`config.mk`:
```
export PLATFORM = sky130hd
export DESIGN_NAME = pcyc_phase_timer
export DESIGN_NICKNAME = d
export VERILOG_FILES = /design/src/rtl/pcyc_pkg.sv /design/src/rtl/pcyc_timing_regs.sv /design/src/rtl/pcyc_len_calc.sv /design/src/rtl/pcyc_sequencer.sv /design/src/rtl/pcyc_phase_timer.sv
export SDC_FILE = /design/constraint.sdc
export NUM_CORES = 1
export LEC_CHECK = 0
export ABC_AREA = 1
export BUFFER_PORTS_ARGS = -buffer_cell sky130_fd_sc_hd__buf_2
export CORE_MARGIN = 2
export CORE_UTILIZATION = 45
export CTS_BUF_LIST = sky130_fd_sc_hd__clkbuf_4
export DETAILED_ROUTE_END_ITERATION = 6
export GPL_ROUTABILITY_DRIVEN = 0
export PLACE_DENSITY = 0.65
export SLEW_MARGIN = 15
export SYNTH_ARGS = -nofsm -noshare
export SYNTH_HDL_FRONTEND = slang
export SYNTH_SLANG_ARGS = --single-unit
export TNS_END_PERCENT = 5
```
`constraint.sdc`:
```
create_clock -name clk -period 1.6 [get_ports clk]
set_input_delay 0.24 -clock clk [delete_from_list [all_inputs] [get_ports clk]]
set_output_delay 0.24 -clock clk [all_outputs]
set_load 0.05 [all_outputs]
```
`src/rtl/pcyc_pkg.sv`:
```
package pcyc_pkg;

   typedef enum logic [1:0] {
      PH_IDLE  = 2'd0,
      PH_SETUP = 2'd1,
      PH_CMD   = 2'd2,
      PH_REC   = 2'd3
   } phase_e;

   localparam int          NUM_TREGS  = 3;
   localparam int          SEL_W      = 2;
   localparam logic [1:0]  SEL_SETUP  = 2'd0;
   localparam logic [1:0]  SEL_CMD    = 2'd1;
   localparam logic [1:0]  SEL_REC    = 2'd2;

endpackage

```
`src/rtl/pcyc_timing_regs.sv`:
```
module pcyc_timing_regs
   import pcyc_pkg::*;
#(
   parameter int REG_W   = 8,
   parameter int RST_S   = 1,
   parameter int RST_C   = 6,
   parameter int RST_R   = 3
) (
   input  logic                           clk,
   input  logic                           rst_n,
   input  logic                           wr_en,
   input  logic [SEL_W-1:0]               wr_sel,
   input  logic [REG_W-1:0]               wr_data,
   output logic [NUM_TREGS-1:0][REG_W-1:0] regs_o
);

   for (genvar g = 0; g < NUM_TREGS; g++) begin : g_reg
      localparam int RST_V = (g == 0) ? RST_S : ((g == 1) ? RST_C : RST_R);
      logic [REG_W-1:0] val_q;

      always_ff @(posedge clk or negedge rst_n) begin
         if (!rst_n) begin
            val_q <= REG_W'(RST_V);
         end else if (wr_en && (wr_sel == SEL_W'(g))) begin
            val_q <= wr_data;
         end
      end

      assign regs_o[g] = val_q;
   end

endmodule

```
`src/rtl/pcyc_len_calc.sv`:
```
module pcyc_len_calc #(
   parameter int MULT_W   = 6,
   parameter int PRE_STEP = 4,
   parameter int CNT_W    = 19
) (
   input  logic [MULT_W+1:0] reg_i,
   output logic [CNT_W-1:0]  len_o
);

   logic [1:0]        pre_sel;
   logic [MULT_W-1:0] mult;
   logic [CNT_W-1:0]  scaled;

   assign pre_sel = reg_i[MULT_W+1:MULT_W];
   assign mult    = reg_i[MULT_W-1:0];

   if (PRE_STEP == 0) begin : g_noscale
      assign scaled = CNT_W'(mult);
   end else begin : g_scale
      always_comb begin
         scaled = '0;
         case (pre_sel)
            2'd0:    scaled = CNT_W'(mult);
            2'd1:    scaled = CNT_W'(mult) << PRE_STEP;
            2'd2:    scaled = CNT_W'(mult) << (2 * PRE_STEP);
            default: scaled = CNT_W'(mult) << (3 * PRE_STEP);
         endcase
      end
   end

   assign len_o = scaled + CNT_W'(1);

endmodule

```
`src/rtl/pcyc_sequencer.sv`:
```
module pcyc_sequencer
   import pcyc_pkg::*;
#(
   parameter int CNT_W = 19
) (
   input  logic             clk,
   input  logic             rst_n,
   input  logic             start_req,
   input  logic [CNT_W-1:0] len_s_i,
   input  logic [CNT_W-1:0] len_c_i,
   input  logic [CNT_W-1:0] len_r_i,
   output logic             setup_o,
   output logic             cmd_o,
   output logic             rec_o,
   output logic             busy_o,
   output logic             done_o,
   output logic             held_o
);

   phase_e           st_q, st_d;
   logic [CNT_W-1:0] rem_q, rem_d;
   logic [CNT_W-1:0] snap_c_q, snap_r_q;
   logic             held_q, held_d;
   logic             last_clk;
   logic             launch;

   assign last_clk = (rem_q == '0);
   assign done_o   = (st_q == PH_REC) && last_clk;
   assign launch   = ((st_q == PH_IDLE) && start_req) ||
                     (done_o && (held_q || start_req));

   always_comb begin
      st_d   = st_q;
      rem_d  = rem_q;
      held_d = held_q;
      case (st_q)
         PH_SETUP: begin
            if (last_clk) begin
               st_d  = PH_CMD;
               rem_d = snap_c_q - CNT_W'(1);
            end else begin
               rem_d = rem_q - CNT_W'(1);
            end
         end
         PH_CMD: begin
            if (last_clk) begin
               st_d  = PH_REC;
               rem_d = snap_r_q - CNT_W'(1);
            end else begin
               rem_d = rem_q - CNT_W'(1);
            end
         end
         PH_REC: begin
            if (last_clk) begin
               st_d  = PH_IDLE;
               rem_d = '0;
            end else begin
               rem_d = rem_q - CNT_W'(1);
            end
         end
         default: begin
            st_d  = PH_IDLE;
            rem_d = '0;
         end
      endcase

      if (launch) begin
         st_d  = PH_SETUP;
         rem_d = len_s_i - CNT_W'(1);
      end

      if (done_o) begin
         held_d = 1'b0;
      end else if ((st_q != PH_IDLE) && start_req) begin
         held_d = 1'b1;
      end
   end

   always_ff @(posedge clk or negedge rst_n) begin
      if (!rst_n) begin
         st_q   <= PH_IDLE;
         rem_q  <= '0;
         held_q <= 1'b0;
      end else begin
         st_q   <= st_d;
         rem_q  <= rem_d;
         held_q <= held_d;
      end
   end

   always_ff @(posedge clk or negedge rst_n) begin
      if (!rst_n) begin
         snap_c_q <= CNT_W'(1);
         snap_r_q <= CNT_W'(1);
      end else if (launch) begin
         snap_c_q <= len_c_i;
         snap_r_q <= len_r_i;
      end
   end

   assign setup_o = (st_q == PH_SETUP);
   assign cmd_o   = (st_q == PH_CMD);
   assign rec_o   = (st_q == PH_REC);
   assign busy_o  = (st_q != PH_IDLE);
   assign held_o  = held_q;

endmodule

```
`src/rtl/pcyc_phase_timer.sv`:
```
module pcyc_phase_timer
   import pcyc_pkg::*;
#(
   parameter int MULT_W    = 6,
   parameter int PRE_STEP  = 4,
   parameter int RST_SETUP = 1,
   parameter int RST_CMD   = 6,
   parameter int RST_REC   = 3,
   localparam int REG_W    = MULT_W + 2,
   localparam int CNT_W    = MULT_W + 3 * PRE_STEP + 1
) (
   input  logic             clk,
   input  logic             rst_n,
   input  logic             start_req,
   input  logic             wr_en,
   input  logic [1:0]       wr_sel,
   input  logic [REG_W-1:0] wr_data,
   output logic             setup_phase,
   output logic             cmd_strobe_en,
   output logic             recovery_phase,
   output logic             busy,
   output logic             cycle_done
);

   if (MULT_W < 1 || MULT_W > 16) begin : g_bad_mult
      $error("pcyc_phase_timer: MULT_W must lie in 1..16");
   end
   if (PRE_STEP < 0 || PRE_STEP > 8) begin : g_bad_step
      $error("pcyc_phase_timer: PRE_STEP must lie in 0..8");
   end
   if (RST_SETUP < 0 || RST_SETUP >= (1 << REG_W) ||
       RST_CMD   < 0 || RST_CMD   >= (1 << REG_W) ||
       RST_REC   < 0 || RST_REC   >= (1 << REG_W)) begin : g_bad_rst
      $error("pcyc_phase_timer: reset values exceed the register width");
   end

   logic [NUM_TREGS-1:0][REG_W-1:0] tregs;
   logic [NUM_TREGS-1:0][CNT_W-1:0] tlens;
   logic                            req_held;

   pcyc_timing_regs #(
      .REG_W (REG_W),
      .RST_S (RST_SETUP),
      .RST_C (RST_CMD),
      .RST_R (RST_REC)
   ) i_regs (
      .clk     (clk),
      .rst_n   (rst_n),
      .wr_en   (wr_en),
      .wr_sel  (wr_sel),
      .wr_data (wr_data),
      .regs_o  (tregs)
   );

   for (genvar g = 0; g < NUM_TREGS; g++) begin : g_len
      pcyc_len_calc #(
         .MULT_W   (MULT_W),
         .PRE_STEP (PRE_STEP),
         .CNT_W    (CNT_W)
      ) i_len (
         .reg_i (tregs[g]),
         .len_o (tlens[g])
      );
   end

   pcyc_sequencer #(
      .CNT_W (CNT_W)
   ) i_seq (
      .clk       (clk),
      .rst_n     (rst_n),
      .start_req (start_req),
      .len_s_i   (tlens[0]),
      .len_c_i   (tlens[1]),
      .len_r_i   (tlens[2]),
      .setup_o   (setup_phase),
      .cmd_o     (cmd_strobe_en),
      .rec_o     (recovery_phase),
      .busy_o    (busy),
      .done_o    (cycle_done),
      .held_o    (req_held)
   );

endmodule

```
==> impl_metrics.env <==
export IMPL_ys_seq_elements=84
export IMPL_ant_nets=0
export IMPL_internal_power_mw=7.27
export IMPL_synth_top_area_cell="dfrtp_1"
export IMPL_cts_made_buffers=9
export IMPL_slew_viol_final=0
export IMPL_crit_arrival_ps=1840
export IMPL_overflow=0
export IMPL_h_tree_depth=3
export IMPL_start_util=0.458
export IMPL_timing_slew_headroom=0.674
export IMPL_grt_usage=0.270
export IMPL_holdWs_ps=93.5
export IMPL_critPathRequiredTime_ps=1360
export IMPL_placedCellCount=1059
export IMPL_async_flop_share=1.00
export IMPL_cts_clk_slew_worst_paths_ps=130
export IMPL_grt_first_pass_wirelength_um=27300
export IMPL_via_count=5793
export IMPL_end_kind="output port"
export IMPL_rsz0062_at_grt="true"
export IMPL_fin_ws_ps=-483
export IMPL_ys_types=29
export IMPL_dieArea_um2=13000
export IMPL_yosysSeqAreaShare=0.387
export IMPL_row_count=40
export IMPL_cts_root_buf="clkbuf_4"
export IMPL_area_growth_pct=29.8
export IMPL_synthTopCellsByArea="dfrtp_1, nand2_1, nand3_1"
export IMPL_fp_dieH_um=114
export IMPL_drive_above_1_share=0.228
export IMPL_hp_class="input pin to flip-flop"
export IMPL_ys_top_cells_by_count="nand2_1, nor2_1, inv_1"
export IMPL_antenna_cells=0
export IMPL_failed_checks="setup timing"
export IMPL_p_clk_frac=0.087
export IMPL_whs_path_depth=3
export IMPL_io_pins=19
export IMPL_cts_tree="done"
export IMPL_synthFlopType="dfrtp_1"
export IMPL_hold_path_end="i_regs.g_reg[1].val_q[2]"
export IMPL_crit_fanout=2
export IMPL_hpwl_um=12900
export IMPL_coreArea_um2=11900
export IMPL_yosys_area_top_type_share=0.353
export IMPL_ir_drop_mv=0.744
export IMPL_fin_crit_sh=1.30
export IMPL_drc=0
export IMPL_synth_nets=831
export IMPL_tightest_slew_ps=490
export IMPL_clk_latency_ps=470
export IMPL_fin_cells=1088
export IMPL_synth_edf_count=0
export IMPL_r2r_setup_slack_ps=-310
export IMPL_wire_per_inst_um=15.6
export IMPL_seqPwrFrac=0.233
export IMPL_setup_viol=64
export IMPL_reg2reg_depth=12
export IMPL_drtIter0Drc=436
export IMPL_cts_sinks=84
export IMPL_syn_avg_cell_area_um2=6.76
export IMPL_finalNetCount=960
export IMPL_power_leakage_nw=3.61
export IMPL_fin_skew_ps=15.9
export IMPL_port_buffer_count=18
export IMPL_syn_inst=807
export IMPL_fmaxAchievable_ghz=0.480
export IMPL_hold_viol=0
export IMPL_yosys_warnings=0
export IMPL_drt_total_wl_um=17000
export IMPL_r2r_start="i_seq.rem_q[0]"
export IMPL_reg2reg_to="i_seq.snap_c_q[3]"
export IMPL_cap_viol_max_count=0
export IMPL_holdCritStartpoint="wr_data[2]"
export IMPL_cts_buffer_depth=2
export IMPL_via_per_inst=5.32
export IMPL_p_switching_mw=6.94
export IMPL_comb_power_share=0.680
export IMPL_dr_pass1_iters=5
export IMPL_yosysMostFrequentCell="nand2_1"
export IMPL_period_minus_slack_ps=2080
export IMPL_fin_setup_tns_ps=-14530
export IMPL_antenna_found_initial=0
export IMPL_crit_type="flip-flop to output port"
export IMPL_grt_max_degree=37
export IMPL_status="finished, violations left"
export IMPL_startpoint_type="flip-flop"
export IMPL_grt_pass1_vias=5685
export IMPL_syn_cell_area_um2=5460
export IMPL_p_sw_frac=0.489
export IMPL_p_per_area_nw_per_um2=2010
export IMPL_fp_dieW_um=114
## critical path, stage by stage (launching register included)
cell and delay, ps:
dfrtp_1 440, inv_2 90, ha_4 140, nand2_4 50, nor2_4 110, nand2_2 70, nor2_4 120, inv_2 60
nor2_4 120, buf_6 160
## power by group through the flow
stage / Clock [mW] / Sequential, mW / Combinational (mW)
4_1_cts: 1.25 / 3.28 / 9.02
3_5_place_dp: 0 / 3.33 / 8.38
3_3_place_gp: 0 / 3.32 / 8.19
2_1_floorplan: 0 / 3.24 / 5.33
5_1_grt: 1.32 / 3.40 / 10.7
6_report: 1.23 / 3.32 / 9.66
## routing by layer
layer / share of wire / vias up / global-route usage
met1: 0.43 / 2676 / 0.339
met4: 0.044 / 0 / 0.152
met5: 0 / - / 0
met2: 0.47 / 220 / 0.447
met3: 0.055 / 45 / 0.0413
li1: - / 2852 / -
## metrics by stage
step	util	total power [mW]	area [um2]	worst slack, ps
5_1_grt	0.594	15.5	7080	-559
2_1_floorplan	-	8.56	5530	-12.0
6_report	0.594	14.2	7080	-483
4_1_cts	0.578	13.5	6890	-456
3_3_place_gp	0.548	11.5	6530	-240
3_5_place_dp	0.548	11.7	6530	-247
## state kept, by name (all words and copies together), names as in the netlist
register,flops
i_regs.g.val_q,24
i_seq.rem_q,19
i_seq.snap_c_q,19
i_seq.snap_r_q,19
i_seq.st_q,2
i_seq.held_o,1
## cell type report
| cell class | count | area [um2] |
|---|---|---|
| Clock inverter | 6 | 55.1 |
| Sequential cell | 84 | 2110 |
| Multi-Input combinational cell | 610 | 3120 |
| Clock buffer | 10 | 75.1 |
| Fill cell | 1142 | 4830 |
| Inverter | 96 | 372 |
| Tap cell | 147 | 184 |
| Timing Repair Buffer | 135 | 1160 |
## cell families after synthesis
family                     after synthesis  share of synthesized area
xor gates and xnor gates                26                     0.0417
adders and majority gates               10                     0.0229
and+or+nand+nor                        462                      0.355
buffers and inverters                  113                     0.0851
AOI/OAI and AO/OA                      112                      0.108
DFF                                     84                      0.387
## how the worst max path moves through the flow
stage / end / startpoint / slack [ps]
after floorplan: i_seq.rem_q[18] / i_seq.st_q[1] / -10
after CTS: cycle_done / i_seq.rem_q[0] / -460
after global placement: i_seq.rem_q[5] / i_seq.rem_q[6] / -240
after detailed placement: i_seq.rem_q[5] / i_seq.rem_q[9] / -250
final: cycle_done / i_seq.rem_q[0] / -480
after global routing: cycle_done / i_seq.rem_q[17] / -560
## cell usage in the layout, fill, tap and decap left out, drive strengths merged, types with 4 or more instances in the layout
cell / synthesis / final
xnor2: 5 / 5
clkbuf: 6 / 12
nor2: 110 / 110
o21ai: 81 / 81
nand4: 11 / 11
buf: 11 / 132
inv: 96 / 95
ha: 10 / 10
clkinv: 0 / 4
dfstp: 7 / 7
nand2: 242 / 242
xor2: 21 / 21
a21oi: 8 / 8
o22ai: 21 / 21
nand3: 88 / 88
dfrtp: 77 / 77
## timing repair
item | CTS | global route
pin swaps | 9 | 10
setup buffers | 6 | 4
setup endpoints to repair | 64 | 64
resized for setup | 57 | 34
hold buffers | 1 | 0
hold endpoints to repair | 26 | 0
gates cloned | 0 | 2
Power figures use the tool's default switching activity.
